--- config.mk ---
export PLATFORM = sky130hd
export DESIGN_NAME = slot_top
export DESIGN_NICKNAME = d
export VERILOG_FILES = /design/src/rtl/slot_pkg.sv /design/src/rtl/slot_ctrl.sv /design/src/rtl/slot_dpath.sv /design/src/rtl/slot_top.sv
export SDC_FILE = /design/constraint.sdc
export NUM_CORES = 1
export LEC_CHECK = 0
export ABC_CLOCK_PERIOD_IN_PS = 6800
export BUFFER_PORTS_ARGS = -buffer_cell sky130_fd_sc_hd__buf_2
export CORE_ASPECT_RATIO = 2
export CORE_UTILIZATION = 40
export CTS_CLUSTER_SIZE = 28
export DETAILED_ROUTE_END_ITERATION = 12
export GPL_ROUTABILITY_DRIVEN = 1
export GPL_TIMING_DRIVEN = 0
export PLACE_DENSITY = 0.68
export SYNTH_ARGS = -nofsm -noshare
export SYNTH_HDL_FRONTEND = slang
export SYNTH_HIERARCHICAL = 1
export SYNTH_SLANG_ARGS = --single-unit
--- constraint.sdc ---
create_clock -name clk -period 6.8 [get_ports clk]
set_input_delay 0.34 -clock clk [delete_from_list [all_inputs] [get_ports clk]]
set_output_delay 0.34 -clock clk [all_outputs]
set_load 0.03 [all_outputs]
--- src/rtl/slot_pkg.sv ---
package slot_pkg;
  localparam int SLOT_CNT = 4;
  localparam int PIPE_CNT = 4;
  localparam int CLASS_W  = 3;
  localparam int PIPE_W   = $clog2(PIPE_CNT);
  localparam int CNT_W    = $clog2(SLOT_CNT + 1);

  typedef enum logic [CLASS_W-1:0] {
    OP_ALU    = 3'd0,
    OP_MULSHF = 3'd1,
    OP_BRANCH = 3'd2,
    OP_LOAD   = 3'd3,
    OP_STORE  = 3'd4,
    OP_FPOP   = 3'd5,
    OP_FPMUL  = 3'd6,
    OP_NONE   = 3'd7
  } opClass_t;

  localparam logic [PIPE_W-1:0] PIPE_INT0 = 2'd0;
  localparam logic [PIPE_W-1:0] PIPE_INT1 = 2'd1;
  localparam logic [PIPE_W-1:0] PIPE_FPA  = 2'd2;
  localparam logic [PIPE_W-1:0] PIPE_FPM  = 2'd3;

  typedef struct packed {
    logic [SLOT_CNT-1:0]             issue;
    logic [SLOT_CNT-1:0][PIPE_W-1:0] pipe;
    logic [CNT_W-1:0]                stopIdx;
  } slotStrobe_t;
endpackage

--- src/rtl/slot_ctrl.sv ---
module slot_ctrl
  import slot_pkg::*;
(
  input  logic [SLOT_CNT-1:0]         instValid,
  input  logic [SLOT_CNT*CLASS_W-1:0] instClass,
  output slotStrobe_t                 strobe
);
  logic [PIPE_CNT-1:0] busy;
  logic                stopped;
  logic                placed;
  logic [PIPE_W-1:0]   pick;
  opClass_t            cls;

  always_comb begin
    busy           = '0;
    stopped        = 1'b0;
    placed         = 1'b0;
    pick           = PIPE_INT0;
    cls            = OP_ALU;
    strobe.issue   = '0;
    strobe.pipe    = '0;
    strobe.stopIdx = CNT_W'(SLOT_CNT);
    for (int k = 0; k < SLOT_CNT; k++) begin
      cls    = opClass_t'(instClass[k*CLASS_W +: CLASS_W]);
      placed = 1'b0;
      pick   = PIPE_INT0;
      case (cls)
        OP_ALU, OP_LOAD: begin
          if (!busy[PIPE_INT0]) begin
            placed = 1'b1;
            pick   = PIPE_INT0;
          end else if (!busy[PIPE_INT1]) begin
            placed = 1'b1;
            pick   = PIPE_INT1;
          end
        end
        OP_MULSHF, OP_STORE: begin
          placed = !busy[PIPE_INT0];
          pick   = PIPE_INT0;
        end
        OP_BRANCH: begin
          placed = !busy[PIPE_INT1];
          pick   = PIPE_INT1;
        end
        OP_FPOP: begin
          placed = !busy[PIPE_FPA];
          pick   = PIPE_FPA;
        end
        OP_FPMUL: begin
          placed = !busy[PIPE_FPM];
          pick   = PIPE_FPM;
        end
        default: placed = 1'b0;
      endcase
      if (!stopped && instValid[k]) begin
        if (placed) begin
          busy[pick]      = 1'b1;
          strobe.issue[k] = 1'b1;
          strobe.pipe[k]  = pick;
        end else begin
          stopped        = 1'b1;
          strobe.stopIdx = CNT_W'(k);
        end
      end
    end
  end
endmodule

--- src/rtl/slot_dpath.sv ---
module slot_dpath
  import slot_pkg::*;
(
  input  logic                       clk,
  input  logic                       rst,
  input  logic [SLOT_CNT-1:0]        instValid,
  input  slotStrobe_t                strobe,
  output logic [SLOT_CNT-1:0]        issueOut,
  output logic [SLOT_CNT*PIPE_W-1:0] pipeOut,
  output logic [CNT_W-1:0]           consumedOut,
  output logic [CNT_W-1:0]           leftoverOut
);
  logic [CNT_W-1:0] leftCount;

  always_comb begin
    leftCount = '0;
    for (int k = 0; k < SLOT_CNT; k++) begin
      if (instValid[k] && (CNT_W'(k) >= strobe.stopIdx))
        leftCount = leftCount + 1'b1;
    end
  end

  for (genvar g = 0; g < SLOT_CNT; g++) begin : g_slot
    always_ff @(posedge clk) begin
      if (rst) begin
        issueOut[g]                    <= 1'b0;
        pipeOut[g*PIPE_W +: PIPE_W]    <= '0;
      end else begin
        issueOut[g]                    <= strobe.issue[g];
        pipeOut[g*PIPE_W +: PIPE_W]    <= strobe.pipe[g];
      end
    end
  end

  always_ff @(posedge clk) begin
    if (rst) begin
      consumedOut <= '0;
      leftoverOut <= '0;
    end else begin
      consumedOut <= strobe.stopIdx;
      leftoverOut <= leftCount;
    end
  end
endmodule

--- src/rtl/slot_top.sv ---
module slot_top
  import slot_pkg::*;
(
  input  logic        clk,
  input  logic        rst,
  input  logic [3:0]  instValid,
  input  logic [11:0] instClass,
  output logic [3:0]  issueOut,
  output logic [7:0]  pipeOut,
  output logic [2:0]  consumedOut,
  output logic [2:0]  leftoverOut
);
  slotStrobe_t strobe;

  slot_ctrl u_ctrl (
    .instValid (instValid),
    .instClass (instClass),
    .strobe    (strobe)
  );

  slot_dpath u_dpath (
    .clk         (clk),
    .rst         (rst),
    .instValid   (instValid),
    .strobe      (strobe),
    .issueOut    (issueOut),
    .pipeOut     (pipeOut),
    .consumedOut (consumedOut),
    .leftoverOut (leftoverOut)
  );
endmodule

==> results of run 1 <==
[cells in the final DEF (no fill, tap or decap), types with 2 or more instances in the layout]
cell type	n
o21ai_0	5
nor2b_4	2
or2_2	2
nor2_1	10
buf_2	35
mux2i_1	2
clkbuf_8	4
nand4_1	7
nand2_1	14
nor3b_1	4
a32oi_1	2
a2111o_1	2
nand4b_1	2
nand3_1	6
dfxtp_1	18
inv_1	12
a21oi_1	8
nand2b_1	3
or2b_1	3
nor2b_1	22
a31oi_1	3
nand3b_1	2
ha_1	3
[kinds of logic after synthesis]
kind of cell,after synthesis
muxes,3
DFF,18
AOI/OAI and AO/OA,42
adders and majority gates,4
buffers and inverters,17
xor gates and xnor gates,2
and+or+nand+nor,85
[worst min-delay path: stages]
cell and delay (ps):
buf_2 130, nand2b_4 90, a311oi_1 80
[layout make-up]
| cell class | count | area (um^2) | share of cell area [%] |
|---|---|---|---|
| plain buffers | 5 | 26.3 | 1.61 |
| clock buffers | 4 | 55.1 | 3.36 |
| inverters | 12 | 45.0 | 2.75 |
| multi-input cells | 136 | 946 | 57.8 |
| flip-flops and latches | 18 | 360 | 22.0 |
| well taps | 31 | 38.8 | 2.37 |
| repair buffers | 33 | 165 | 10.1 |
[flip-flops by register name, indices dropped and copies added, names as in the netlist]
register / count
u_dpath/issueOut: 4
u_dpath/consumedOut: 3
u_dpath/pipeOut: 8
u_dpath/leftoverOut: 3
[per-layer routing]
metal | GRT usage, % | vias to the layer above | part of all wire, %
met5 | 0 | - | 0
met4 | 9.94 | 0 | 2.8
met1 | 17.5 | 609 | 37
met3 | 1.91 | 6 | 2.1
met2 | 36.4 | 27 | 58
li1 | - | 688 | -
[through the flow]
stage / util (%) / setup WS [ps] / instance area [um^2] / hold WS (ps)
floorplan: - / 3120 / 1380 / 529
global route: 50.7 / 2380 / 1640 / 450
finish: 50.7 / 2710 / 1640 / 451
detailed placement: 49.0 / 2500 / 1580 / 711
global placement: 49.0 / 2520 / 1580 / 708
CTS: 50.7 / 2740 / 1640 / 444
[where the power goes]
group	total (mW)	switching [mW]	internal, mW
Combinational	0.109	0.0667	0.0419
Clock	0.0844	0.0331	0.0513
Sequential	0.114	0.00134	0.112
Total	0.307	0.101	0.205
[worst min path at each step]
stage                            start                                end  slack (ps)  cells past startpoint
final                     instValid[3]  u_dpath/leftoverOut[1]$_SDFF_PP0_         450                      3
after global routing      instValid[3]  u_dpath/leftoverOut[1]$_SDFF_PP0_         450                      3
after CTS                 instValid[3]  u_dpath/leftoverOut[1]$_SDFF_PP0_         440                      3
after detailed placement  instValid[3]  u_dpath/leftoverOut[1]$_SDFF_PP0_         710                      3
after global placement    instValid[3]  u_dpath/leftoverOut[1]$_SDFF_PP0_         710                      3
after floorplan           instValid[3]  u_dpath/leftoverOut[1]$_SDFF_PP0_         530                      2
==> results.md, run 1 <==
* Run status: finished, violations left
* Violated checks: DRC
* Largest family of logic cells by synthesized area: simple AND/OR/NAND/NOR gates
* Commonest cells post-synth: nor2b_1, dfxtp_1, nand2_1
* Die W at between 40 and 50 um
* Fin nets at 230
* # setup viols final at 0
* DP Cell Count at 235
* Worst Setup SP: instValid[0]
* CP startpoint kind: primary input
* Cells after Synth at 171
* First-pass iteration count of the detailed router at 9
* Post-synth EDFFs at 0
* Total Power at 0.307 mW
* Total CTS buffers at 3
* H-tree Lvls at 1
* CTS tree: done
* Async SR Flop Fraction at 0%
* Crit Path Category: primary input to register
* Most frequent cell after synthesis: nor2b_1
* CP delay by family, top: compound AO/OA/AOI/OAI gates
* Initial core utilization at 42.7%
* Fin. Hold Viols at 0
* Core Region at 0.00323 mm^2
* Clock Path Buffers at 2
* Hold-fix buffers, CTS at 0
* DIE AREA at between 0.003 and 0.004 mm^2
* WP data required at 6940 ps
* Crit end category: register
* HP Class: primary input to register
* Detailed-route wire length per cell at 13.6 um
* Yosys warns at 6
* Post-route setup TNS at 0 ps
* Leak pwr at between 0.7 and 0.8 nW
* Clock sink total at 18
* XOR/XNOR Fraction of Synth Area at 1.27%
* Hpwl dp at 2.69 mm
* Synth unique cells at 59
* GRT overflow at 0
* Min Tclk post-route at a little over 4000 ps
* Arrival @ worst endpoint at 4220 ps
* Cts repair resizes at 0
* Crit-path max FO at 9
* WL final at 3.26 mm
* Number of remaining DRC errors at 6
* Crit. path cell count at 17
* Fraction of synthesized area in multiplexers at 2.27%
* Simple-Gate Fraction of Synth Area at 37.8%
* Slew Limit Fails at 0
* Max Freq at 245 MHz
* Vias per inst at 5.56
* Synthesized net count at 192
* Initial antenna violation count at 0
* First-pass GRT wire length at between 5 and 6 mm
* Pwr Density at around 190 mW/mm^2
* #FFs+latches synth at 18
* Vias in the first global route at 1,238
* Max Cap Violations at 0
* Worst slew pin tran at between 500 and 600 ps
* Critical path, cell by cell: buf_2 > buf_4 > nand4_1 > a32oi_1 > nand3b_1 > nand3_1 > a21oi_2 > o31a_1 > a31o_4 > o21a_1 > nor4b_1 > ha_1 > inv_1 > xnor2_1 > ha_1 > nor3b_1 > mux2_1
* Fill cell count at 337
* Clock-pin slew on the worst setup and hold paths at 70 ps
* I/O Buffers at 33
* Number of post-CTS setup repair buffers at 0
* FP Rows at 29
* ANT cells at 0
* Synth area leaders: dfxtp_1, nor2b_1, nand2_1, inv_1, nand4_1
* Layout cell share with drive strength beyond 1 at 26.9%
* Layout Cells excl Fill at 239
* Post-synth top area cell: dfxtp_1
* Register area share after synthesis at 26.2%
* Largest net degree at the start of global routing at 11
* CP endpoint: u_dpath/leftoverOut[2]$_SDFF_PP0_
* Die height at 85.0 um
* Root buf cell: clkbuf_8
* Slowest-stage cell, CP: nor4b_1
* Placer Congestion at between 0.8 and 0.9
* Post-synth top flop: dfxtp_1
* Total track usage at 18.6%
* CP max stage delay at approximately 530 ps
* Slew HR at 61.9%
* DR iter-0 viols at 27
* Routed Antenna Nets at 0
* Tcrit/Tclk final at 60.1%
* IO Count at 36
* Mean Syn Cell Area at 8.06 um^2
* Synth top area share at about a quarter
* RSZ-0062 raised after global routing: false
* Post-synthesis compound-gate area fraction at a little under a quarter
* Post-Syn Area at 0.00138 mm^2
* CP most frequent cell: ha_1
* Max IR drop VDD at 0.0777 mV
* Adder-Cell Fraction of Synth Area at 3.45%
* Area grow syn2layout at 18.8%
* Buffers & Inverters on Critical Path at 3
* Vias at 1,330
Note: power is estimated with default switching activity, not from simulation.
==> run 2, diff against run 1 <==
--- a/config.mk
+++ b/config.mk
@@ -5,7 +5,7 @@
 export SDC_FILE = /design/constraint.sdc
 export NUM_CORES = 1
 export LEC_CHECK = 0
-export ABC_CLOCK_PERIOD_IN_PS = 6800
+export ABC_CLOCK_PERIOD_IN_PS = 3600
 export BUFFER_PORTS_ARGS = -buffer_cell sky130_fd_sc_hd__buf_2
 export CORE_ASPECT_RATIO = 2
 export CORE_UTILIZATION = 40
@@ -13,7 +13,7 @@
 export DETAILED_ROUTE_END_ITERATION = 12
 export GPL_ROUTABILITY_DRIVEN = 1
 export GPL_TIMING_DRIVEN = 0
-export PLACE_DENSITY = 0.68
+export PLACE_DENSITY = 0.71
 export SYNTH_ARGS = -nofsm -noshare
 export SYNTH_HDL_FRONTEND = slang
 export SYNTH_HIERARCHICAL = 1
==> constraint.sdc (replaced) <==
create_clock -name clk -period 3.6 [get_ports clk]
set_input_delay 0.18 -clock clk [delete_from_list [all_inputs] [get_ports clk]]
set_output_delay 0.18 -clock clk [all_outputs]
set_load 0.03 [all_outputs]
==> run 2 against run 1 <==
The flow still finishes with violations (DRC). Wire length shrank 7.7%. Worst setup slack got worse by 2600 ps. Die area unchanged. Non-clock buffer count up 2. Flip-flop and latch count is the same. Power grew 92%. Sequential power grew 88%. Critical endpoint unchanged. First-iteration DRC count increased by 33%. Cell area rose by 4.0%. Sequential share of layout area is 0.84 points lower.
==> results.md, run 2 (same netlist as run 1, synthesis figures left out) <==
* Largest register by flop count: u_dpath/pipeOut
* Post-route setup TNS at 0 ps
* Fin nets at 232
* CTS tree: done
* H-tree Lvls at 1
* First-pass GRT wire length at 4.64 mm
* CP endpoint: u_dpath/leftoverOut[2]$_SDFF_PP0_
* Number of remaining DRC errors at 9
* I/O Buffers at 33
* Hpwl dp at between 2 and 2.5 mm
* Clock Path Buffers at 2
* Hold path depth at 3
* Total CTS buffers at 3
* Slew Limit Fails at 0
* Largest net degree at the start of global routing at 11
* ANT cells at 0
* Initial core utilization at 42.7%
* IO Count at 36
* Core Region at 0.00323 mm^2
* Combinational share of power at 37.0%
* Max IR drop VDD at 0.151 mV
* Vias in the first global route at 1,167
* Max Cap Violations at 0
* Most common cell after layout, fill and taps aside: buf_2
* CP startpoint kind: primary input
* Slew HR at 72.1%
* Violated checks: DRC
* Sequential share of power at roughly 36%
* Fill cell count at 326
* GRT overflow at 0
* FF/Latch Area at between 300 and 400 um^2
* WP data required at 3730 ps
* Die W at 43.5 um
* Most frequent cells in the layout: buf_2, nor2b_1, dfxtp_1
* Clock-pin slew on the worst setup and hold paths at 60 ps
* Crit end category: register
* Tcrit/Tclk final at between 90% and 100%
* Total track usage at 16.0%
* Total Power at 0.588 mW
* Die height at 85.0 um
* Pwr Density at 345 mW/mm^2
* Fin. Hold Viols at 0
* Crit-path max FO at 9
* P_sw at 0.192 mW
* Crit Path Category: primary input to register
* Root buf cell: clkbuf_8
* Layout Cells excl Fill at between 200 and 250
* Routed Antenna Nets at 0
* Run status: finished, violations left
* Max Freq at 290 MHz
* First-pass iteration count of the detailed router at 8
* DIE AREA at roughly 0.0037 mm^2
* Worst Setup SP: instValid[0]
* FP Rows at 29
* Vias at approximately 1,400
* Arrival @ worst endpoint at 3580 ps
* Vias per inst at 5.63
* Leak pwr at 0.775 nW
* Detailed-route wire length per cell at 12.5 um
* DP Cell Count at 235
* DR iter-0 viols at 36
* RSZ-0062 raised after global routing: false
* Internal at 0.396 mW
* Switching share of power at 32.6%
* Area grow syn2layout at 23.5%
* Min Tclk post-route at 3440 ps
* Initial antenna violation count at 0
* HP Class: primary input to register
* Worst slew pin tran at 415 ps
* Layout cell share with drive strength beyond 1 at 31.0%
* Clk pwr share at a little over a quarter
* # setup viols final at 0
* Placer Congestion at 0.851
* WL final at 3.01 mm
* Clock sink total at 18
* Biggest regs: u_dpath/pipeOut x8, u_dpath/issueOut x4
* Multi-input gate area at 996 um^2
* Final core occ at 52.7%
* Largest register FFs at 8
[run 2: area by class of cell]
cell class / count / share of cell area, %
timing repair buffer: 35 / 10.6
multi-input combinational: 136 / 58.5
sequential: 18 / 21.2
buffer: 5 / 1.54
clock buffer: 4 / 3.24
tap: 31 / 2.28
inverter: 12 / 2.65
[run 2: per-layer routing]
layer	track usage (%)	up-vias	wire, um
met5	0	-	0
met4	8.52	0	29
met3	1.28	3	91
met2	31.3	42	1720
met1	15.3	619	1170
li1	-	694	-
[run 2: timing repair]
item,4_1_cts,5_1_grt
endpoints found under the hold margin,0,0
pin swaps,0,3
gates resized for setup,3,6
buffers inserted,0,2
gates cloned,0,0
hold buffers,0,0
endpoints found under the setup margin,2,2
[run 2: per-stage QoR]
step	hold WS (ps)	setup WS [ps]	cell area, um^2
6_report	291	157	1700
5_1_grt	294	16.6	1700
4_1_cts	286	22.2	1660
3_5_place_dp	550	-392	1580
3_3_place_gp	550	-369	1580
2_1_floorplan	369	83.6	1380
[run 2: worst max-delay path, cell delays in order]
cell,delay [ps]
buf_2,100
buf_4,160
nand4b_2,150
nor2b_4,160
a211o_1,300
a41oi_2,220
a21oi_2,130
o31a_1,320
a31o_4,230
o21a_2,270
nor4b_4,290
ha_4,270
inv_1,80
xnor2_1,70
ha_1,200
nor3b_1,140
mux2_1,290
[run 2: power by group through the flow]
| stage | Sequential [mW] | Combinational (mW) | Clock [mW] |
|---|---|---|---|
| after floorplan | 0.246 | 0.124 | 0 |
| after global placement | 0.219 | 0.200 | 0 |
| after detailed placement | 0.218 | 0.202 | 0 |
| after CTS | 0.214 | 0.205 | 0.159 |
| after global routing | 0.215 | 0.236 | 0.165 |
| final | 0.214 | 0.218 | 0.156 |
[run 2: worst min-delay path by stage]
stage | start | end
detailed placement | instValid[3] | u_dpath/leftoverOut[1]$_SDFF_PP0_
global placement | instValid[3] | u_dpath/leftoverOut[1]$_SDFF_PP0_
global route | instValid[3] | u_dpath/leftoverOut[1]$_SDFF_PP0_
finish | instValid[3] | u_dpath/leftoverOut[1]$_SDFF_PP0_
CTS | instValid[3] | u_dpath/leftoverOut[1]$_SDFF_PP0_
floorplan | instValid[3] | u_dpath/leftoverOut[1]$_SDFF_PP0_
==> run 3, diff against run 2 <==
--- a/config.mk
+++ b/config.mk
@@ -5,7 +5,7 @@
 export SDC_FILE = /design/constraint.sdc
 export NUM_CORES = 1
 export LEC_CHECK = 0
-export ABC_CLOCK_PERIOD_IN_PS = 3600
+export ABC_CLOCK_PERIOD_IN_PS = 3800
 export BUFFER_PORTS_ARGS = -buffer_cell sky130_fd_sc_hd__buf_2
 export CORE_ASPECT_RATIO = 2
 export CORE_UTILIZATION = 40
@@ -13,7 +13,7 @@
 export DETAILED_ROUTE_END_ITERATION = 12
 export GPL_ROUTABILITY_DRIVEN = 1
 export GPL_TIMING_DRIVEN = 0
-export PLACE_DENSITY = 0.71
+export PLACE_DENSITY = 0.68
 export SYNTH_ARGS = -nofsm -noshare
 export SYNTH_HDL_FRONTEND = slang
 export SYNTH_HIERARCHICAL = 1
==> constraint.sdc (replaced) <==
create_clock -name clk -period 3.8 [get_ports clk]
set_input_delay 0.19 -clock clk [delete_from_list [all_inputs] [get_ports clk]]
set_output_delay 0.19 -clock clk [all_outputs]
set_load 0.03 [all_outputs]
==> run 3 against run 2 <==
The flow still finishes with violations (DRC). Critical endpoint unchanged. Clock-buffer cell count is the same. Worst setup slack worse by 22 ps. First-iteration DRC count is 8.3% lower. Sequential share of layout area is 0.32 points higher. Non-clock buffer count fell by 2. Sequential power shrank 5%. Clock power shrank 3%. Critical path depth stayed put.
==> results.md, run 3 (same netlist as run 1, synthesis figures left out) <==
* Switching share of power at between 30 and 40%
* Worst Setup SP: instValid[0]
* Hold-fix buffers, CTS at 0
* I/O Buffers at 33
* Routed Antenna Nets at 0
* Die height at 85.0 um
* Total track usage at 18.7%
* Clock-pin slew on the worst setup and hold paths at approximately 70 ps
* FP Rows at 29
* Number of post-CTS setup repair buffers at 0
* Clk pwr share at about 27%
* CP endpoint: u_dpath/leftoverOut[2]$_SDFF_PP0_
* DIE AREA at 0.00370 mm^2
* Post-route setup TNS at 0 ps
* Biggest regs: u_dpath/pipeOut x8, u_dpath/issueOut x4
* Sequential share of power at 36.5%
* Arrival @ worst endpoint at 3800 ps
* CP startpoint kind: primary input
* Leak pwr at 0.768 nW
* # setup viols final at 0
* Worst slew pin tran at 480 ps
* Largest register FFs at 8
* H-tree Lvls at 1
* Slew HR at between 60% and 70%
* ANT cells at 0
* Largest net degree at the start of global routing at 11
* Area grow syn2layout at 21.7%
* Max Freq at 273 MHz
* First-pass GRT wire length at 5.32 mm
* Clock sink total at 18
* Initial core utilization at 42.7%
* Post-route cell area at 0.00168 mm^2
* Tcrit/Tclk final at 96.4%
* Total CTS buffers at 3
* Violated checks: DRC
* Fill cell count at 330
* Internal at 0.371 mW
* Pwr Density at 332 mW/mm^2
* Crit-path max FO at 9
* Post-Place Cell Area at 0.00158 mm^2
* Root buf cell: clkbuf_8
* Min Tclk post-route at between 3000 and 4000 ps
* Die W at ~43 um
* WP data required at 3940 ps
* Total Power at 0.557 mW
* HP Class: primary input to register
* Max Cap Violations at 0
* Max IR drop VDD at 0.139 mV
* Final core occ at 51.9%
* Vias at roughly 1,300
* Largest register by flop count: u_dpath/pipeOut
* Slew Limit Fails at 0
* P_sw at 0.186 mW
* Vias per inst at 5.62
* Fin. Hold Viols at 0
* First-pass iteration count of the detailed router at 8
* Core Region at approximately 0.0032 mm^2
* IO Count at 36
* Layout cell share with drive strength beyond 1 at 29.8%
* Hpwl dp at between 2 and 3 mm
* Vias in the first global route at roughly 1,200
* Run status: finished, violations left
* Crit Path Category: primary input to register
* Detailed-route wire length per cell at 13.7 um
* Combinational share of power at roughly 36%
* GRT overflow at 0
* Crit end category: register
* Hold path depth at 3
* Most common cell after layout, fill and taps aside: buf_2
* Fin nets at 230
* Most frequent cells in the layout: buf_2, nor2b_1, dfxtp_1
* DR iter-0 viols at 33
* Clock Path Buffers at 2
* Placer Congestion at 0.894
* WL final at 3.28 mm
* Initial antenna violation count at 0
* CTS tree: done
* Number of remaining DRC errors at 6
[run 3: power groups by stage]
stage               combinational (mW)  clock (mW)  sequential, mW
detailed placement               0.193           0           0.208
global placement                 0.192           0           0.207
global route                     0.222       0.164           0.204
floorplan                        0.117           0           0.233
CTS                              0.195       0.155           0.203
finish                           0.202       0.151           0.203
[run 3: worst max-delay path: stages]
cell and delay, ps:
buf_2 90, buf_4 160, nand4b_2 170, nor2b_4 170, a211o_1 300, a41oi_2 260
a21oi_2 140, o31a_1 330, a31o_4 230, o21a_1 290, nor4b_4 320, ha_1 340
inv_1 110, xnor2_1 80, ha_1 190, nor3b_1 140, mux2_1 290
[run 3: worst min-delay path by stage]
stage                       from                                 to
finish              instValid[3]  u_dpath/leftoverOut[1]$_SDFF_PP0_
global route        instValid[3]  u_dpath/leftoverOut[1]$_SDFF_PP0_
detailed placement  instValid[3]  u_dpath/leftoverOut[1]$_SDFF_PP0_
floorplan           instValid[3]  u_dpath/leftoverOut[1]$_SDFF_PP0_
CTS                 instValid[3]  u_dpath/leftoverOut[1]$_SDFF_PP0_
global placement    instValid[3]  u_dpath/leftoverOut[1]$_SDFF_PP0_
[run 3: layout make-up]
class	instances	area, um^2	area share (%)
well taps	31	38.8	2.31
inverters	12	45.0	2.69
clock buffers	4	55.1	3.28
repair buffers	33	165	9.85
multi-input cells	136	986	58.8
plain buffers	5	26.3	1.57
flip-flops and latches	18	360	21.5
[run 3: what timing repair did]
item,in CTS,in global routing
cloned,0,0
endpoints found under the setup margin,1,2
gates resized for setup,1,7
pin swaps,0,2
[run 3: metrics by stage]
stage	setup WS, ps	hold slack, ps	cells
final	135	299	239
after detailed placement	-353	561	235
after global placement	-334	558	235
after global routing	-26.5	301	239
after CTS	78.4	294	239
after floorplan	274	379	171
[run 3: layer usage]
layer	vias to the layer above	global-route usage (%)	wire length (um)
met2	31	36.5	1910
met1	615	17.7	1190
li1	690	-	-
met4	0	9.94	91
met3	6	1.91	80
met5	-	0	0
